**src/rtl/pwm_decay_pkg.sv**
```systemverilog
package pwm_decay_pkg;

    typedef enum logic [1:0] {
        BR_OFF   = 2'b00,
        BR_DRIVE = 2'b01,
        BR_SLOW  = 2'b10,
        BR_FAST  = 2'b11
    } bridge_cmd_t;

    typedef enum logic [2:0] {
        ST_BLANK,
        ST_DRIVE,
        ST_FAST,
        ST_SLOW,
        ST_HOLD
    } reg_state_t;

endpackage

```
**src/rtl/pdr_cycle_timer.sv**
```systemverilog
module pdr_cycle_timer #(
    parameter int CW = 7
) (
    input  logic          clk,
    input  logic          rst_n,
    input  logic          clr,
    output logic [CW-1:0] cnt
);
    localparam logic [CW-1:0] TOP = '1;

    always_ff @(posedge clk or negedge rst_n) begin
        if (!rst_n)
            cnt <= '0;
        else if (clr)
            cnt <= '0;
        else if (cnt != TOP)
            cnt <= cnt + 1'b1;
    end
endmodule

```
**src/rtl/pdr_fast_split.sv**
```systemverilog
module pdr_fast_split #(
    parameter int CW       = 7,
    parameter int OFF_CYC  = 87,
    parameter int FAST_LO  = 10,
    parameter int FAST_MID = 23
) (
    input  logic          mixed,
    input  logic [1:0]    sel,
    output logic [CW-1:0] fast_cyc
);
    always_comb begin
        if (!mixed) begin
            fast_cyc = '0;
        end else begin
            unique case (sel)
                2'b00:   fast_cyc = '0;
                2'b01:   fast_cyc = CW'(FAST_LO);
                2'b10:   fast_cyc = CW'(FAST_MID);
                default: fast_cyc = CW'(OFF_CYC);
            endcase
        end
    end
endmodule

```
**src/rtl/pwm_decay_reg.sv**
```systemverilog
module pwm_decay_reg #(
    parameter int OFF_CYC   = 87,
    parameter int BLANK_CYC = 6,
    parameter int FAST_LO   = 10,
    parameter int FAST_MID  = 23
) (
    input  logic       clk,
    input  logic       rst_n,
    input  logic       trip_i,
    input  logic       mixed_req_i,
    input  logic [1:0] fast_sel_i,
    input  logic       zero_ref_i,
    input  logic       disable_i,
    input  logic       fault_i,
    output logic [1:0] bridge_o
);
    import pwm_decay_pkg::*;

    localparam int MAXC = (OFF_CYC > BLANK_CYC) ? OFF_CYC : BLANK_CYC;
    localparam int CW   = $clog2(MAXC + 1);
    localparam logic [CW-1:0] OFF_LAST   = CW'(OFF_CYC - 1);
    localparam logic [CW-1:0] BLANK_LAST = CW'(BLANK_CYC - 1);

    reg_state_t    state_q, state_d;
    logic [CW-1:0] tmr;
    logic          tmr_clr;
    logic [CW-1:0] fast_now, fast_q;
    reg_state_t    off_entry;
    logic          in_off_q, in_off_d;

    pdr_fast_split #(
        .CW(CW), .OFF_CYC(OFF_CYC), .FAST_LO(FAST_LO), .FAST_MID(FAST_MID)
    ) u_split (
        .mixed    (mixed_req_i),
        .sel      (fast_sel_i),
        .fast_cyc (fast_now)
    );

    pdr_cycle_timer #(.CW(CW)) u_tmr (
        .clk   (clk),
        .rst_n (rst_n),
        .clr   (tmr_clr),
        .cnt   (tmr)
    );

    assign off_entry = (fast_now == '0) ? ST_SLOW : ST_FAST;
    assign in_off_q  = (state_q == ST_FAST) || (state_q == ST_SLOW);
    assign in_off_d  = (state_d == ST_FAST) || (state_d == ST_SLOW);
    // the off-time counter runs across the fast-to-slow handover
    assign tmr_clr   = (state_d != state_q) && !(in_off_q && in_off_d);

    always_comb begin
        state_d = state_q;
        if (zero_ref_i) begin
            state_d = ST_HOLD;
        end else begin
            unique case (state_q)
                ST_HOLD:  state_d = ST_BLANK;
                ST_BLANK: if (tmr == BLANK_LAST)
                              state_d = trip_i ? off_entry : ST_DRIVE;
                ST_DRIVE: if (trip_i) state_d = off_entry;
                ST_FAST:  if (tmr == OFF_LAST)          state_d = ST_BLANK;
                          else if (tmr == fast_q - 1'b1) state_d = ST_SLOW;
                ST_SLOW:  if (tmr == OFF_LAST)          state_d = ST_BLANK;
                default:  state_d = ST_BLANK;
            endcase
        end
    end

    always_ff @(posedge clk or negedge rst_n) begin
        if (!rst_n) begin
            state_q <= ST_BLANK;
            fast_q  <= '0;
        end else begin
            state_q <= state_d;
            if (in_off_d && !in_off_q)
                fast_q <= fast_now;
        end
    end

    always_comb begin
        if (disable_i || fault_i) begin
            bridge_o = BR_OFF;
        end else begin
            unique case (state_q)
                ST_BLANK, ST_DRIVE: bridge_o = BR_DRIVE;
                ST_FAST:            bridge_o = BR_FAST;
                default:            bridge_o = BR_SLOW;
            endcase
        end
    end

    // a trip during the unmasked on-phase ends it on the next clock
    assert_trip_ends_drive_R2: assert property (@(posedge clk) disable iff (!rst_n)
        (state_q == ST_DRIVE && trip_i && !zero_ref_i) |=> (state_q == ST_FAST || state_q == ST_SLOW))
        else $error("assert_trip_ends_drive_R2");

    // trip is masked before blanking has run its course
    assert_blank_masks_trip_R4: assert property (@(posedge clk) disable iff (!rst_n)
        (state_q == ST_BLANK && tmr < BLANK_LAST && !zero_ref_i) |=> state_q == ST_BLANK)
        else $error("assert_blank_masks_trip_R4");

    // fast decay never resumes once slow decay has started
    assert_fast_before_slow_R7: assert property (@(posedge clk) disable iff (!rst_n)
        (state_q == ST_SLOW && !zero_ref_i) |=> state_q != ST_FAST)
        else $error("assert_fast_before_slow_R7");

    // off-time ends into blanking at its last counted cycle
    assert_off_expires_R3: assert property (@(posedge clk) disable iff (!rst_n)
        (in_off_q && tmr == OFF_LAST && !zero_ref_i) |=> state_q == ST_BLANK)
        else $error("assert_off_expires_R3");

    // zero reference forces the hold state
    assert_zero_hold_R11: assert property (@(posedge clk) disable iff (!rst_n)
        zero_ref_i |=> (state_q == ST_HOLD && bridge_o != BR_DRIVE))
        else $error("assert_zero_hold_R11");

    // disable or fault leaves every device off
    assert_forced_off_R9: assert property (@(posedge clk) disable iff (!rst_n)
        (disable_i || fault_i) |-> bridge_o == BR_OFF)
        else $error("assert_forced_off_R9");
endmodule

```
**config.mk**
```make
export PLATFORM = sky130hd
export DESIGN_NAME = pwm_decay_reg
export DESIGN_NICKNAME = d
export VERILOG_FILES = /design/src/rtl/pwm_decay_pkg.sv /design/src/rtl/pdr_cycle_timer.sv /design/src/rtl/pdr_fast_split.sv /design/src/rtl/pwm_decay_reg.sv
export SDC_FILE = /design/constraint.sdc
export NUM_CORES = 1
export LEC_CHECK = 0
export BUFFER_PORTS_ARGS = -buffer_cell sky130_fd_sc_hd__buf_2
export CAP_MARGIN = 15
export CORE_ASPECT_RATIO = 1.1
export CORE_MARGIN = 2
export CORE_UTILIZATION = 45
export DETAILED_ROUTE_END_ITERATION = 6
export HOLD_SLACK_MARGIN = 0.02
export PLACE_DENSITY_LB_ADDON = 0.3
export SLEW_MARGIN = 20
export SYNTH_ARGS = -nofsm -noshare
export SYNTH_HDL_FRONTEND = slang
export SYNTH_HIERARCHICAL = 1
export SYNTH_SLANG_ARGS = --single-unit
```
**constraint.sdc**
```tcl
create_clock -name clk -period 4.2 [get_ports clk]
set_input_delay 0.84 -clock clk [delete_from_list [all_inputs] [get_ports clk]]
set_output_delay 0.84 -clock clk [all_outputs]
set_load 0.02 [all_outputs]
```
After elaboration in Yosys (flattened, before gate mapping)
Index checks and enable logic that the tools add are counted.
{ "totals": {"inputBits": 9, "register_bits": 17, "output_inout_bits": 2, "word_cells": 45} }
{ "classes": {"reduce_logical": 13, "mux": 15, "eq_ne": 12, "addsub": 2} }
{ "ops": {"columns": ["operator", "count"], "rows": [
  ["7-bit 2-to-1 mux", 3],
  ["7-bit one-hot mux with 3 select lines", 1],
  ["3-bit 2-to-1 mux", 6],
  ["3-bit by 2-bit == test with 1-bit output, second input constant", 4],
  ["3-bit one-hot mux with 4 select lines", 1],
  ["7-bit by 1-bit adder with 7-bit output, second input constant", 1],
  ["7-bit by 3-bit == test with 1-bit output, second input constant", 1],
  ["7-bit == test", 1],
  ["7-bit == test, second input constant", 1],
  ["7-bit logical NOT", 1],
  ["7-bit inequality test, second input constant", 1],
  ["7-bit by 1-bit subtractor with 7-bit output, second input constant", 1],
  ["2-bit 2-to-1 mux", 2],
  ["2-bit one-hot mux with 2 select lines", 1],
  ["3-bit by 1-bit == test with 1-bit output, second input constant", 1],
  ["1-bit logical AND", 3],
  ["3-bit logical NOT", 1],
  ["1-bit logical OR", 3],
  ["3-bit inequality test", 1],
  ["2-bit by 1-bit == test with 1-bit output, second input constant", 1],
  ["2-bit == test, second input constant", 1],
  ["1-bit logical NOT", 2],
  ["2-bit logical NOT", 1],
  ["2-bit nonzero test", 1],
  ["other kinds (2)", 2]
]} }

Depth between registers and ports, before layout
{ "depth": {"ltp_word": 15, "depth_mapped": 9} }

By module
The synthesis kept the hierarchy.
{ "modules_own_cells": {"columns": ["mod", "cells_each", "area_per_inst_um2", "seq_area_each_um2", "instances"], "rows": [
  ["pwm_decay_reg", 75, 745.7, 250.2, 1],
  ["pdr_cycle_timer", 33, 349.1, 175.2, 1],
  ["pdr_fast_split", 8, 57.6, 0.0, 1]
]} }

Worst setup path before layout
No wires, ideal clock.
{ "synth_timing": {"path_type": "input-to-output", "start": "input fault_i", "end": "output bridge_o[0]", "stages": 1, "t_arrival_ns": 1.960, "path_slack_ns": 1.400, "cell_sequence": "a2111oi_0"} }
{ "synth_via": {"elab_chain_cells": 2} }
{ "synth_lines": {"columns": ["element", "line_no", "source"], "rows": [
  ["start: declaration", "pwm_decay_reg.sv:14", "input logic fault_i,"],
  ["1-bit logical OR", "pwm_decay_reg.sv:82", "if (disable_i || fault_i) begin"],
  ["2-bit 2-to-1 mux", "pwm_decay_reg.sv:82", null],
  ["end: declaration", "pwm_decay_reg.sv:15", "output logic [1:0] bridge_o"]
]} }
No other way between the ends.

Final worst setup path
{ "layout_timing": {"start": "input mixed_req_i", "end": "register u_tmr.cnt[1]"} }
{ "layout_via": {"elab_chain_cells": 13, "word_cells_on_any_way": 17} }
{ "layout_lines": {"columns": ["element", "line_no", "source"], "rows": [
  ["start: declaration", "pwm_decay_reg.sv:10", "input logic mixed_req_i,"],
  ["7-bit 2-to-1 mux *", "pdr_fast_split.sv:12", "if (!mixed) begin"],
  ["named net fast_now[0]", "pwm_decay_reg.sv:27", "logic [CW-1:0] fast_now, fast_q;"],
  ["7-bit logical NOT *", "pwm_decay_reg.sv:46", "assign off_entry = (fast_now == '0) ? ST_SLOW : ST_FAST;"],
  ["1-bit 2-to-1 mux *", "pwm_decay_reg.sv:46", null],
  ["2-bit 2-to-1 mux", "pwm_decay_reg.sv:60", "state_d = trip_i ? off_entry : ST_DRIVE;"],
  ["3-bit 2-to-1 mux", "pwm_decay_reg.sv:59", "ST_BLANK: if (tmr == BLANK_LAST)"],
  ["3-bit one-hot mux with 4 select lines *", "pwm_decay_reg.sv:57", "unique case (state_q)"],
  ["3-bit 2-to-1 mux *", "pwm_decay_reg.sv:54", "if (zero_ref_i) begin"],
  ["3-bit by 2-bit == test with 1-bit output", "pwm_decay_reg.sv:48", "assign in_off_d = (state_d == ST_FAST) || (state_d == ST_SLOW);"],
  ["1-bit logical OR", "pwm_decay_reg.sv:48", null],
  ["1-bit logical AND", "pwm_decay_reg.sv:50", "assign tmr_clr = (state_d != state_q) && !(in_off_q && in_off_d);"],
  ["1-bit logical NOT", "pwm_decay_reg.sv:50", null],
  ["1-bit logical AND *", "pwm_decay_reg.sv:50", null],
  ["named net tmr_clr", "pwm_decay_reg.sv:26", "logic tmr_clr;"],
  ["7-bit 2-to-1 mux or 2-bit nonzero test (tied branches)", null, null],
  ["end signal: assignment", "pdr_cycle_timer.sv:17", "cnt <= cnt + 1'b1;"],
  ["end: declaration", "pdr_cycle_timer.sv:7", "output logic [CW-1:0] cnt"]
]} }
The timed path passes the listed nets; every way through them passes the cells marked *.
A chain may end at the register's enable or synchronous reset.

==> summary.txt <==
Run status
  – Status: finished, final reports clean

Synth
  – Most common cell in the netlist: dfrtp_1
  – Yosys cell types: 47
  – FFs w/ async S/R, synth: 1.00
  – #FFs+latches synth: 17
  – Main area contributors after synthesis: dfrtp_1 37%, mux2_2 6.8%, xor2_1 4.6%, a21oi_1 3.0%, nor2_1 2.6%
  – Syn avg cell area: approximately 9.9 um2
  – Register area share after synthesis: 0.369
  – Share of the synthesized area in the top cell type: 0.369
  – Post-Syn Area: ~1200 um2
  – Synth warn: 6
  – Post-synth EDFFs: 0
  – Mapped Nets: ~130
  – Gate count after technology mapping: 116
  – Synth cell count leaders: 17 x dfrtp_1, 8 x nor2_1, 7 x a21oi_1, 7 x mux2_2, 6 x xor2_1
  – Commonest register cell after synthesis: dfrtp_1
  – Largest area contributor in the netlist: dfrtp_1

Critical path
  – Critical path class: in2reg
  – Worst path arrival time: ~2.9 ns
  – Critical Path Start: mixed_req_i
  – Critical path's top delay family: simple AND/OR/NAND/NOR gates
  – CP endpoint kind: flip-flop
  – CP Data Required Time: 4.39 ns
  – CP dominant cell by count: mux2i_1
  – Critical path fanouts, max: 6
  – CP cell instances: buf_2, and2_2, or4_1, o41ai_2, mux2i_1, a31oi_1, inv_1, nand2_1, mux2i_1
  – Reg-to-reg startpoint: u_tmr/cnt[1]
  – Slowest library cell on the worst path: or4_1
  – WP buf/inv: 2
  – Crit-path max cell delay: 0.54 ns
  – CP Launch Type: primary input

Clocking
  – Resize count post-CTS: 0
  – CTS Hold Bufs: 0
  – Postcts setup bufs: 0
  – Maximum clock path buffer count: 2
  – Clk root buf: clkbuf_4
  – CTS Buf Count: 3
  – H-tree depth: 1
  – TritonCTS clock tree: done
  – Later-pin clock latency in the skew report: roughly 0.30 ns
  – Clk slew on worst S/H paths: 0.10 ns
  – Num Clock Sinks: 17

Die
  – Die Y: between 50 and 60 um
  – Core Footprint: between 2000 and 2500 um2
  – Die area: around 3000 um2
  – Die width: between 50 and 60 um
  – Initial core utilization: 0.466
  – # IOs: 11
  – Rows: 19

Detailed routing
  – Initial DRC count: 17
  – Post-Route WL: 2320 um
  – Post-route ant nets: 0
  – WL/cell: approximately 15 um
  – Drt pass-1 iters: 4
  – Total number of vias: ~940
  – Vias per inst: between 6 and 7
  – Remaining DRCs: 0

STA
  – Worst setup margin: 1.47 ns
  – RSZ-0062 raised after global routing: no
  – Crit path time final: ~2.7 ns
  – Setup Viol. Count Final: 0
  – Final hold violation count: 0
  – Final Cycle Share: 0.649
  – Fmax: about 370 MHz
  – Relative slew margins: 0.624
  – Setup TNS: 0 ns
  – Max-slew violations: 0
  – Worst Skew: about 0.0022 ns
  – Least-Margin Pin Slew: between 0.5 and 0.6 ns

Placement
  – Port Buffers: 10
  – Post-DP HPWL: about 1800 um
  – Post-DP Area: roughly 1200 um2
  – GPL Wtd Cong: 0.795
  – Dpl ws: ~1.2 ns

Layout
  – Fin nets: roughly 140
  – Layout cells sized above 1: 0.248
  – Final Instance Area: 1240 um2
  – Sequential Area: 425 um2
  – Fillers: ~240
  – Ant. Diodes: 0
  – Multi-input logic area: 678 um2
  – Area growth syn-to-layout: 7.49%

GRT
  – GR Overflow Total: 0
  – Vias in the first global route: slightly below 1000
  – Largest net degree at the start of global routing: 18
  – Initial antenna violation count: 0
  – First-pass GRT wire length: ~4200 um
  – Total track usage: 0.190

Power and ir drop
  – Power per Cell Area: around 270 nW/um2
  – Final Power: 0.330 mW
  – Peak supply drop: 0.210 mV
  – P_leak: a little under 0.6 nW

Job
  – Max Cap Viol: 0

Hold path
  – Worst min path class: in2async
## layer usage
layer | vias to the layer above | part of all wire | GRT usage
li1 | 449 | - | -
met1 | 474 | 0.44 | 0.235
met2 | 14 | 0.51 | 0.313
met3 | 7 | 0.022 | 0.0236
met4 | 0 | 0.033 | 0.114
met5 | - | 0 | 0
## metrics by stage
stage / util / std cells / hold WS, ns
after floorplan: - / 116 / 0.499
after global placement: 0.490 / 152 / 0.531
after detailed placement: 0.490 / 152 / 0.535
after global routing: 0.501 / 156 / 0.454
final: 0.501 / 156 / 0.446
after CTS: 0.501 / 156 / 0.447
## flip-flops by register name, indices dropped and copies added (netlist names)
| name | cells |
|---|---|
| fast_q | 7 |
| state_q | 3 |
| u_tmr/cnt | 7 |
## power by group
part           total, mW  internal (mW)  leakage (nW)  switching [mW]
Sequential         0.181          0.170         0.232          0.0106
Combinational     0.0611         0.0289         0.341          0.0323
Clock             0.0879         0.0355        0.0177          0.0523
## path summary, 6_finish.rpt
check                          endpoint  slack [ns]  cells after the start
max                        u_tmr/cnt[1]        1.47                      9
min                        u_tmr/cnt[2]        0.45                      1
max reg2reg                u_tmr/cnt[1]        1.93                      7
min reg2reg                   fast_q[6]        0.55                      1
max in group asynchronous     fast_q[1]        3.48                      1
min in group clk              fast_q[6]        0.55                      1
## cells by family (layout without fill, tap and decap cells)
group,after synthesis,count (layout),synth area share
multiplexers,9,9,0.0858
flip-flops,17,17,0.369
AND/OR/NAND/NOR,41,41,0.232
XOR/XNOR,7,7,0.0532
buffers and inverters,10,19,0.0423
adder cells (fa/ha/maj),2,2,0.0217
AO/OA/AOI/OAI,29,29,0.192
other,1,1,0.00325
## placed cells by master, fill, tap and decap left out, types with 2 or more instances in the layout
cell type	count
a311oi_1	2
inv_1	5
buf_2	10
nor2_1	8
o211a_1	2
clkbuf_4	3
nand2_1	5
ha_1	2
nand2b_1	2
nor3_1	4
dfrtp_1	17
mux2i_1	2
a21oi_1	7
a211oi_1	3
a31oi_1	4
nand3b_1	2
and3_1	3
nor3b_1	2
and3_2	2
mux2_2	7
xor2_1	6
## area by class of cell
type,count,share of cell area
Multi-Input combinational cell,89,0.547
Sequential cell,17,0.343
Timing Repair Buffer,10,0.0404
Tap cell,31,0.0313
Clock buffer,3,0.0182
Inverter,5,0.0152
Clock inverter,1,0.00404
No activity file was read; power rests on OpenSTA's default activity.
